File: src/rtl/timer_pkg.sv
package timer_pkg;

  localparam int unsigned CNT_W  = 16;
  localparam int unsigned BYTE_W = 8;
  localparam int unsigned ADDR_W = 4;
  localparam int unsigned NBYTES = 2 * CNT_W / BYTE_W;

  localparam logic [ADDR_W-1:0] A_CTRL      = 4'd0;
  localparam logic [ADDR_W-1:0] A_CLEAR     = 4'd1;
  localparam logic [ADDR_W-1:0] A_STATUS    = 4'd2;
  localparam logic [ADDR_W-1:0] A_INIT_BASE = 4'd3;
  localparam logic [ADDR_W-1:0] A_CNT_BASE  = 4'd7;

  typedef struct packed {
    logic [2:0] spare;
    logic       irq_en1;
    logic       irq_en0;
    logic       cascade;
    logic       run1;
    logic       run0;
  } ctrl_t;

  // A period ends when the value about to be decremented is 1 (or 0).
  function automatic logic period_done(input logic [63:0] value);
    return value < 64'd2;
  endfunction

  function automatic logic [2*CNT_W-1:0] step_down(input logic [2*CNT_W-1:0] value);
    return value - 1'b1;
  endfunction

endpackage

File: src/rtl/tick_prescaler.sv
module tick_prescaler #(
  parameter int unsigned DIV = 1000
) (
  input  logic clk,
  input  logic rst_n,
  output logic tick
);

  localparam int unsigned PW = (DIV > 1) ? $clog2(DIV) : 1;
  localparam logic [PW-1:0] LAST = PW'(DIV - 1);

  generate
    if (DIV > 1) begin : g_div
      logic [PW-1:0] phase_q;

      assign tick = (phase_q == LAST);

      always_ff @(posedge clk or negedge rst_n) begin
        if (!rst_n)    phase_q <= '0;
        else if (tick) phase_q <= '0;
        else           phase_q <= phase_q + 1'b1;
      end

      AST_TICK_SPACED: assert property (@(posedge clk) disable iff (!rst_n)
        tick |=> !tick);
    end else begin : g_pass
      assign tick = 1'b1;
    end
  endgenerate

endmodule

File: src/rtl/count_core.sv
module count_core
  import timer_pkg::*;
(
  input  logic             clk,
  input  logic             rst_n,
  input  logic             tick,
  input  ctrl_t            ctrl,
  input  logic [CNT_W-1:0] init0,
  input  logic [CNT_W-1:0] init1,
  output logic [CNT_W-1:0] cnt0,
  output logic [CNT_W-1:0] cnt1,
  output logic             expire0,
  output logic             expire1
);

  logic [2*CNT_W-1:0] joined, joined_init;
  logic               end0, end1;

  assign joined      = {cnt1, cnt0};
  assign joined_init = {init1, init0};
  assign end0    = ctrl.cascade ? period_done(64'(joined)) : period_done(64'(cnt0));
  assign end1    = period_done(64'(cnt1));
  assign expire0 = tick & ctrl.run0 & end0;
  assign expire1 = tick & ctrl.run1 & ~ctrl.cascade & end1;

  always_ff @(posedge clk or negedge rst_n) begin
    if (!rst_n) begin
      cnt0 <= '0;
      cnt1 <= '0;
    end else if (ctrl.cascade) begin
      if (!ctrl.run0 || expire0) {cnt1, cnt0} <= joined_init;
      else if (tick)             {cnt1, cnt0} <= step_down(joined);
    end else begin
      if (!ctrl.run0 || expire0) cnt0 <= init0;
      else if (tick)             cnt0 <= cnt0 - 1'b1;
      if (!ctrl.run1 || expire1) cnt1 <= init1;
      else if (tick)             cnt1 <= cnt1 - 1'b1;
    end
  end

  AST_RELOAD_ON_EXPIRE: assert property (@(posedge clk) disable iff (!rst_n)
    (expire0 && !ctrl.cascade) |=> cnt0 == $past(init0));
  AST_DEC_BY_ONE: assert property (@(posedge clk) disable iff (!rst_n)
    (tick && ctrl.run0 && !ctrl.cascade && !expire0) |=> cnt0 == $past(cnt0) - 1'b1);
  AST_STOPPED_HOLDS: assert property (@(posedge clk) disable iff (!rst_n)
    (!ctrl.run0) |=> cnt0 == $past(init0));
  AST_UPPER_ON_BORROW: assert property (@(posedge clk) disable iff (!rst_n)
    (ctrl.cascade && ctrl.run0 && tick && cnt0 != '0 && !expire0) |=> $stable(cnt1));
  AST_CASCADE_ONE_EXPIRY: assert property (@(posedge clk) disable iff (!rst_n)
    ctrl.cascade |-> !expire1);

endmodule

File: src/rtl/timer_regs.sv
module timer_regs
  import timer_pkg::*;
(
  input  logic              clk,
  input  logic              rst_n,
  input  logic              wr_en,
  input  logic [ADDR_W-1:0] addr,
  input  logic [BYTE_W-1:0] wdata,
  input  logic              expire0,
  input  logic              expire1,
  input  logic [CNT_W-1:0]  cnt0,
  input  logic [CNT_W-1:0]  cnt1,
  output ctrl_t             ctrl,
  output logic [CNT_W-1:0]  init0,
  output logic [CNT_W-1:0]  init1,
  output logic [1:0]        status,
  output logic [BYTE_W-1:0] rdata
);

  logic [BYTE_W-1:0] init_q [NBYTES];
  logic [1:0]        clr_mask, set_mask;
  logic              clr_write;

  assign clr_write = wr_en && (addr == A_CLEAR);
  assign clr_mask  = clr_write ? wdata[1:0] : 2'b00;
  assign set_mask  = {expire1, expire0};
  assign init0     = {init_q[1], init_q[0]};
  assign init1     = {init_q[3], init_q[2]};

  always_ff @(posedge clk or negedge rst_n) begin
    if (!rst_n) begin
      ctrl   <= '0;
      status <= '0;
      for (int g = 0; g < NBYTES; g++) init_q[g] <= '0;
    end else begin
      if (wr_en && addr == A_CTRL) ctrl <= ctrl_t'(wdata);
      for (int g = 0; g < NBYTES; g++)
        if (wr_en && addr == A_INIT_BASE + ADDR_W'(g)) init_q[g] <= wdata;
      status <= (status & ~clr_mask) | set_mask;
    end
  end

  always_comb begin
    case (addr)
      A_CTRL:          rdata = ctrl;
      A_STATUS:        rdata = {6'b0, status};
      A_INIT_BASE:     rdata = init_q[0];
      A_INIT_BASE + 1: rdata = init_q[1];
      A_INIT_BASE + 2: rdata = init_q[2];
      A_INIT_BASE + 3: rdata = init_q[3];
      A_CNT_BASE:      rdata = cnt0[7:0];
      A_CNT_BASE + 1:  rdata = cnt0[15:8];
      A_CNT_BASE + 2:  rdata = cnt1[7:0];
      A_CNT_BASE + 3:  rdata = cnt1[15:8];
      default:         rdata = '0;
    endcase
  end

  AST_SET_ON_EXPIRE: assert property (@(posedge clk) disable iff (!rst_n)
    expire0 |=> status[0]);
  AST_CLEAR_WORKS: assert property (@(posedge clk) disable iff (!rst_n)
    (clr_write && wdata[0] && !expire0) |=> !status[0]);
  AST_STATUS_STICKY: assert property (@(posedge clk) disable iff (!rst_n)
    (status[1] && !(clr_write && wdata[1])) |=> status[1]);

endmodule

File: src/rtl/cascade_timer.sv
module cascade_timer
  import timer_pkg::*;
#(
  parameter int unsigned CLK_HZ  = 100_000_000,
  parameter int unsigned TICK_HZ = 100_000
) (
  input  logic              clk,
  input  logic              rst_n,
  input  logic              wr_en,
  input  logic [ADDR_W-1:0] addr,
  input  logic [BYTE_W-1:0] wdata,
  output logic [BYTE_W-1:0] rdata,
  output logic              irq0,
  output logic              irq1
);

  localparam int unsigned DIV = (CLK_HZ / TICK_HZ > 0) ? CLK_HZ / TICK_HZ : 1;

  logic             tick, expire0, expire1;
  ctrl_t            ctrl;
  logic [CNT_W-1:0] init0, init1, cnt0, cnt1;
  logic [1:0]       status;

  tick_prescaler #(.DIV(DIV)) i_prescaler (
    .clk(clk), .rst_n(rst_n), .tick(tick)
  );

  count_core i_core (
    .clk(clk), .rst_n(rst_n), .tick(tick), .ctrl(ctrl),
    .init0(init0), .init1(init1), .cnt0(cnt0), .cnt1(cnt1),
    .expire0(expire0), .expire1(expire1)
  );

  timer_regs i_regs (
    .clk(clk), .rst_n(rst_n), .wr_en(wr_en), .addr(addr), .wdata(wdata),
    .expire0(expire0), .expire1(expire1), .cnt0(cnt0), .cnt1(cnt1),
    .ctrl(ctrl), .init0(init0), .init1(init1), .status(status), .rdata(rdata)
  );

  assign irq0 = status[0] & ctrl.irq_en0;
  assign irq1 = status[1] & ctrl.irq_en1 & ~ctrl.cascade;

  AST_IRQ1_QUIET_CASCADE: assert property (@(posedge clk) disable iff (!rst_n)
    ctrl.cascade |-> !irq1);
  AST_IRQ_NEEDS_STATUS: assert property (@(posedge clk) disable iff (!rst_n)
    irq0 |-> status[0]);

endmodule

File: config.mk
export PLATFORM = sky130hd
export DESIGN_NAME = cascade_timer
export DESIGN_NICKNAME = d
export VERILOG_FILES = /design/src/rtl/timer_pkg.sv /design/src/rtl/tick_prescaler.sv /design/src/rtl/count_core.sv /design/src/rtl/timer_regs.sv /design/src/rtl/cascade_timer.sv
export SDC_FILE = /design/constraint.sdc
export NUM_CORES = 1
export LEC_CHECK = 0
export BUFFER_PORTS_ARGS = -buffer_cell sky130_fd_sc_hd__buf_2
export CAP_MARGIN = 20
export CORE_MARGIN = 2
export CORE_UTILIZATION = 36
export DETAILED_ROUTE_END_ITERATION = 10
export PLACE_DENSITY = 0.56
export SLEW_MARGIN = 20
export SYNTH_ARGS = -nofsm -noshare
export SYNTH_HDL_FRONTEND = slang
export SYNTH_HIERARCHICAL = 1
export SYNTH_SLANG_ARGS = --single-unit
File: constraint.sdc
create_clock -name clk -period 8.1 [get_ports clk]
set_input_delay 1.62 -clock clk [delete_from_list [all_inputs] [get_ports clk]]
set_output_delay 1.62 -clock clk [all_outputs]
set_load 0.005 [all_outputs]
# ---- Word-level counts from Yosys, hierarchy flattened
# Index checks and enable logic that the tools add are counted.
dict set report totals {
  reg_bits 84
  input_bits 15
  output_inout_bits 10
  wordCells 73
}
dict set report classes {
  n_addsub 4
  order_cmp 3
  eq_ne 12
  n_mux 14
  bitwise 12
  reduce_logical 14
}
# operator count
set ops {}
lappend ops {{2-to-1 mux 16 bit} 10}
lappend ops {{case mux 8 bit (10 select lines)} 1}
lappend ops {{less-than comparator 16 x 2 -> 1 bit (second input constant)} 2}
lappend ops {{less-than comparator 32 x 2 -> 1 bit (second input constant)} 1}
lappend ops {{subtractor 16 x 1 -> 16 bit (second input constant)} 2}
lappend ops {{subtractor 32 x 1 -> 32 bit (second input constant)} 1}
lappend ops {{equality test 4 x 3 -> 1 bit (second input constant)} 4}
lappend ops {{equality test 4 bit (second input constant)} 3}
lappend ops {{adder 10 x 1 -> 10 bit (second input constant)} 1}
lappend ops {{equality test 10 bit (second input constant)} 1}
lappend ops {{2-to-1 mux 10 bit} 1}
lappend ops {{bitwise AND 1 bit} 8}
lappend ops {{equality test 4 x 2 -> 1 bit (second input constant)} 2}
lappend ops {{logical AND 1 bit} 6}
lappend ops {{equality test 4 x 1 -> 1 bit (second input constant)} 1}
lappend ops {{zero test 4 bit} 1}
lappend ops {{!= test 3 bit (second input constant)} 1}
lappend ops {{nonzero test 3 bit} 1}
lappend ops {{bitwise AND 2 bit} 1}
lappend ops {{zero test 1 bit} 2}
lappend ops {{logical OR 1 bit} 2}
lappend ops {{2-to-1 mux 2 bit} 1}
lappend ops {{inverter 2 bit} 1}
lappend ops {{bitwise OR 2 bit} 1}
lappend ops {{4 further kinds} 4}

# ---- Logic depth before layout (Yosys ltp)
# Gate-level depths: netlist of run 1.
dict set report logic_depth {
  depth_word 7
  mapped_depth 13
  ltp_nobuf 10
}

# ---- Modules after synthesis
# The synthesis of run 1 kept the hierarchy.
# mod n_inst cells_per_inst area_per_inst_um2 seq_area_each_um2
set by_module_without_submodules {}
lappend by_module_without_submodules {count_core 1 317 2667.6 800.8}
lappend by_module_without_submodules {timer_regs 1 200 2348.5 1051.0}
lappend by_module_without_submodules {tick_prescaler 1 43 483.0 250.2}
lappend by_module_without_submodules {cascade_timer 1 2 15.0 0.0}

# ---- Worst setup path after synthesis of run 1
# No wires, ideal clock.
dict set report synth_path {
  path_kind {input-to-output}
  startpoint {in addr[2]}
  endpoint {out rdata[1]}
  t_arrival_ps 2722
  required_ps 6480
  slack_ps 3758
  stages 6
  path_buffers 2
  path_cell_list {buf_6 -> nor2b_1 -> buf_6 -> a22oi_1 -> nor2_1 -> or4_1}
}
dict set report synth_between {
  elab_chain_cells 2
  elab_cells_between_ends 11
  classes_between {eq/ne: 9; mux: 1; reduce/logical: 1}
}
# item line_no
set synth_lines {}
lappend synth_lines {{start: declaration} cascade_timer.sv:10} ;# input logic [ADDR_W-1:0] addr,
lappend synth_lines {{equality test 4 bit, or another cell as far along} timer_regs.sv:44} ;# case (addr)
lappend synth_lines {{case mux 8 bit (10 select lines) (*)} timer_regs.sv:44}
lappend synth_lines {{end: declaration} cascade_timer.sv:12} ;# output logic [BYTE_W-1:0] rdata,
# Mark *: on every way between the ends. The rest lies on a longest branch, timed or not.

# ---- Worst setup path in the final report of run 1
dict set report layout_path {
  startpoint {in addr[2]}
  endpoint {out rdata[5]}
}
# Same word-level chain as after synthesis.

==> flow_summary.toml, run 1 <==
[run_status]
status = "finished clean"

[global_route]
grt_usage = 0.220
grt_pass1_vias = 4639
antenna_found_initial = 0
overflow = 0
grt_pass1_wl_um = 27400
grt_max_degree = 53

[critical_path]
cp.arrival_ps = 3560
cp_max_fo = 26
end_kind = "output port"
crit_path_start_kind = "primary input"
setup.worst_path.class = "in -> out"
crit_required_ps = 6480

[run]
max_cap_viol_count = 0

[power]
power_density_mw_per_mm2 = 309
total_power_w = 0.00184
power_leakage_nw = 2.41
ir_drop_mv = 0.132

[route]
drc = 0
drtAntennaViolNets = 0
via_per_inst = 6.47
drt_iter0_drc = 636
drtPass1Iterations = 8
wl_per_cell_um = 23.0
drt-total-wl_um = 17400
num_vias = 4906

[yosys]
synth_top_area_share = 0.381
yosysSeqAreaShare = 0.381
netlist_top_cells_area = "dfrtp_1 (38%), mux2_2 (7.4%), mux2i_1 (3.6%)"
synth_nets = 581
synth_area_leader_cell = "dfrtp_1"
yosys-top-cells-count = "dfrtp_1 (84), mux2_2 (36), nor2_1 (34)"
async_reset_ff_frac = 1.00
yosys_warnings = 6
yosysMostFrequentCell = "dfrtp_1"
netlist_instances = 562
synthesis.area_mm2 = 0.00551
ys.flop_type = "dfrtp_1"
syn_area_per_cell_um2 = 9.81
synth-seq-cells = 84
synth_edf_count = 0
yosysUniqueCellTypes = 77

[place]
gp_congestion = 0.914
dpl_cell_area_mm2 = 0.00569
place.detailed.hpwl_um = 12700
io_buffers = 24

[finish]
finalNetCount = 584
synthToLayoutAreaGrowth_pct = 8.31
fin_area_mm2 = 0.00597
diodes = 0
layout-drive-gt1-share = 0.189

[sta]
finalSetupViolCount = 0
slew_violations = 0
fin_crit_ps = 5180
max_slew_margin = 0.451
period_share = 0.640
finalHoldViolCount = 0
tns_ps = 0
skew_ps = 7.69
worstMarginPinSlew_ps = 820
max_freq_mhz = 193
worst_hold_slack_ps = 509
rsz0062_at_grt = "no"

[floorplan]
die_y_um = 128
fp.coreArea_mm2 = 0.0151
io_pins = 25
row_count = 45
fp.dieW_um = 128
dieArea_mm2 = 0.0163
start_util = 0.365

[clock_network]
cts_hold_buf = 0
htreeDepth = 3
cts_tree = "built"
cts_sinks = 84
insertion_delay_ps = 350
cts_buffer_depth = 2
cts.root.buffer_cell = "clkbuf_16"
clk_pin_slew_ps = 60
post_cts_buffers = 0
cts_resized = 0
numCtsBuffers = 9

[worst_hold_path]
hold_path_class = "reg -> reg"
==> power breakdown <==
part / total (W) / leakage (nW) / internal (W) / switching [W]
Sequential: 0.000813 / 1.03 / 0.000543 / 0.000270
Clock: 0.000407 / 0.133 / 0.000239 / 0.000168
Combinational: 0.000624 / 1.24 / 0.000275 / 0.000348
Total: 0.00184 / 2.41 / 0.00106 / 0.000787
==> layout make-up <==
class,instances,area [um2]
well taps,188,235
inverters,10,37.5
flip-flops and latches,84,2100
clock buffers,12,236
fillers,1463,9120
multi-input cells,433,3170
repair buffers,27,145
clock inverters,4,50.0
==> critical path, stage by stage <==
cell	delay (ps)
buf_2	410
nor2b_1	660
a22oi_1	200
o211a_1	250
nor3_1	240
buf_2	170
==> final timing paths <==
kind | from | endpoint | slack, ps | cells past startpoint
max reg2reg | i_prescaler/g_div.phase_q[0] | i_core/cnt1[10] | 4210 | 10
min in group asynchronous | rst_n | i_regs/init0[11] | 1210 | 1
min reg2reg | i_regs/ctrl[6] | i_regs/ctrl[6] | 510 | 1
max | addr[2] | rdata[5] | 2920 | 6
max in group asynchronous | rst_n | i_prescaler/g_div.phase_q[7] | 5830 | 2
min | i_regs/ctrl[6] | i_regs/ctrl[6] | 510 | 1
==> sequential cells by signal, indices dropped and copies added, names as in the netlist <==
signal / flops
i_regs/init0: 16
i_regs/ctrl: 8
i_regs/status: 2
i_prescaler/g_div.phase_q: 10
i_regs/init1: 16
i_core/cnt1: 16
i_core/cnt0: 16
==> cell usage in the layout (no fill, tap or decap), drive strengths merged, types with 7 or more instances in the layout <==
| master | n |
|---|---|
| o21ai | 22 |
| mux2 | 44 |
| o211ai | 11 |
| and3 | 10 |
| nand2 | 31 |
| nor2 | 38 |
| buf | 27 |
| clkbuf | 12 |
| mux2i | 20 |
| inv | 10 |
| or4 | 9 |
| nor2b | 10 |
| a21oi | 23 |
| nor3 | 18 |
| nor4 | 20 |
| a21o | 7 |
| dfrtp | 84 |
| a22oi | 10 |
| nand2b | 11 |
| nand3 | 22 |
==> logic make-up (layout without fill, tap and decap cells) <==
family,Yosys count,after routing,share of synthesized area
DFF,84,84,0.381
AOI/OAI and AO/OA,149,149,0.207
buffers and inverters,45,53,0.0447
adders and majority gates,4,4,0.00908
and+or+nand+nor,205,205,0.209
muxes,64,64,0.132
xor gates and xnor gates,11,11,0.0175
==> through the flow <==
stage	utilization	instances	setup slack (ps)
after floorplan	-	562	3760
after global placement	0.377	742	3050
after detailed placement	0.377	742	2990
after CTS	0.396	758	2990
after global routing	0.396	758	2770
final	0.396	758	2920
==> per-layer routing <==
metal  track usage  vias to the layer above  wire length [um]
li1              -                     2185                 -
met1         0.310                     2460              7730
met2         0.328                      215              7840
met3        0.0367                       46              1260
met4         0.106                        0               573
met5             0                        -                 0
No activity file was read; power rests on OpenSTA's default activity.
==> inputs of run 2 (changes only) <==
==> constraint.sdc (replaced) <==
create_clock -name clk -period 5.1 [get_ports clk]
set_input_delay 1.02 -clock clk [delete_from_list [all_inputs] [get_ports clk]]
set_output_delay 1.02 -clock clk [all_outputs]
set_load 0.005 [all_outputs]
==> run 2 against run 1 <==
  * Global-route usage shrank 0.16 points
  * Setup slack lost 1800 ps
  * Clock skew grew 2.5 ps
  * Combinational power grew 58%
  * Non-clock buffer count is the same
  * Flip-flop and latch count is the same
  * Via count shrank 1.6%
  * Core utilization grew 0.43 points
  * Sequential power grew 59%
  * Count of clock-buffer cells in the layout shrank 3
==> flow_summary.toml, run 2 (synthesis results as in run 1) <==
[floorplan]
die_y_um = 128
dieArea_mm2 = 0.0163
fp.coreArea_mm2 = 0.0151
io_pins = 25
start_util = 0.365
fp.dieW_um = 128
row_count = 45

[place]
place.detailed.hpwl_um = 12700
gp_congestion = 0.902
io_buffers = 24

[critical_path]
crit_required_ps = 4080
setup.worst_path.class = "in -> out"
crit_path_start_kind = "primary input"
end_kind = "output port"
crit_path_top_delay_cell = "nor2b_1"
crit_path_max_incr_delay_ps = 690
worstPathCellList = "buf_2 > nor2b_1 > a22oi_1 > o211a_1 > nor3_1 > buf_2"
crit_path_frequent_cell = "buf_2"
cp_max_fo = 26
cp.arrival_ps = 2970
rrSetupSlack_ps = 1210

[run_status]
status = "finished clean"

[route]
num_vias = 4827
drc = 0
wl_per_cell_um = 23.1
drt_iter0_drc = 470
via_per_inst = 6.37
drtAntennaViolNets = 0
drtPass1Iterations = 8
drt-total-wl_um = 17500

[global_route]
grt_max_degree = 47
grt_pass1_wl_um = 27000
grt_usage = 0.218
grt_pass1_vias = 4606
antenna_found_initial = 0
overflow = 0

[finish]
final_common_cell = "dfrtp_1"
multi_input_area_mm2 = 0.00317
seq_area_mm2 = 0.00210
n_fill_cell = 1540
diodes = 0
layout_common_cells = "dfrtp_1 (84), mux2_2 (36), nor2_1 (34), nand2_1 (31), buf_2 (23)"
finalNetCount = 584
layout-drive-gt1-share = 0.196
synthToLayoutAreaGrowth_pct = 9.48

[clock_network]
clk_pin_slew_ps = 60
post_cts_buffers = 0
numCtsBuffers = 9
cts_resized = 0
insertion_delay_ps = 360
cts_buffer_depth = 2
cts_hold_buf = 0
htreeDepth = 3
cts_tree = "built"
cts_sinks = 84
cts.root.buffer_cell = "clkbuf_16"

[power]
power_density_mw_per_mm2 = 507
ir_drop_mv = 0.257
power_leakage_nw = 2.45

[sta]
period_share = 0.783
fin_crit_ps = 3990
max_freq_mhz = 250
slew_violations = 0
worstMarginPinSlew_ps = 763
max_slew_margin = 0.490
tns_ps = 0
worst_hold_slack_ps = 509
skew_ps = 10.2
rsz0062_at_grt = "no"
finalSetupViolCount = 0
finalHoldViolCount = 0

[run]
max_cap_viol_count = 0

[worst_hold_path]
hold_path_class = "reg -> reg"
-- run 2: worst max-delay path, delay by kind of cell --
family,cells,cell delay [ps]
simple gates,2,930
buf+inv,2,560
compound gates,2,460
-- run 2: area by class of cell --
cell class | instances | area share
Sequential cell | 84 | 0.348
Inverter | 10 | 0.00622
Multi-Input combinational cell | 433 | 0.525
Timing Repair Buffer | 27 | 0.0240
Tap cell | 188 | 0.0390
Clock buffer | 9 | 0.0373
Clock inverter | 7 | 0.0203
-- run 2: final timing paths --
kind	from	to	cells past startpoint
max	addr[2]	rdata[5]	6
min	i_regs/ctrl[7]	i_regs/ctrl[7]	1
max reg2reg	i_prescaler/g_div.phase_q[0]	i_core/cnt1[10]	10
min reg2reg	i_regs/ctrl[7]	i_regs/ctrl[7]	1
max in group asynchronous	rst_n	i_prescaler/g_div.phase_q[7]	2
min in group asynchronous	rst_n	i_regs/init0[7]	1
-- run 2: metal layers --
| metal | global-route usage | vias up | share of wire |
|---|---|---|---|
| met1 | 0.306 | 2417 | 0.45 |
| li1 | - | 2173 | - |
| met2 | 0.331 | 205 | 0.46 |
| met5 | 0 | - | 0 |
| met3 | 0.0355 | 32 | 0.067 |
| met4 | 0.0983 | 0 | 0.027 |
-- run 2: metrics by stage --
step / cells / cell area (um2) / setup slack [ps] / util / total power, W
6_report: 758 / 6040 / 1110 / 0.400 / 0.00306
5_1_grt: 758 / 6040 / 956 / 0.400 / 0.00322
4_1_cts: 758 / 6030 / 1160 / 0.400 / 0.00304
3_5_place_dp: 742 / 5690 / 1170 / 0.377 / 0.00225
3_3_place_gp: 742 / 5690 / 1220 / 0.377 / 0.00224
2_1_floorplan: 562 / 5510 / 1960 / - / 0.00189
-- run 2: report_power, final --
group | internal [W] | switching [W] | leakage (nW)
clock network | 0.000483 | 0.000297 | 0.168
logic | 0.000439 | 0.000550 | 1.25
registers | 0.000862 | 0.000428 | 1.03
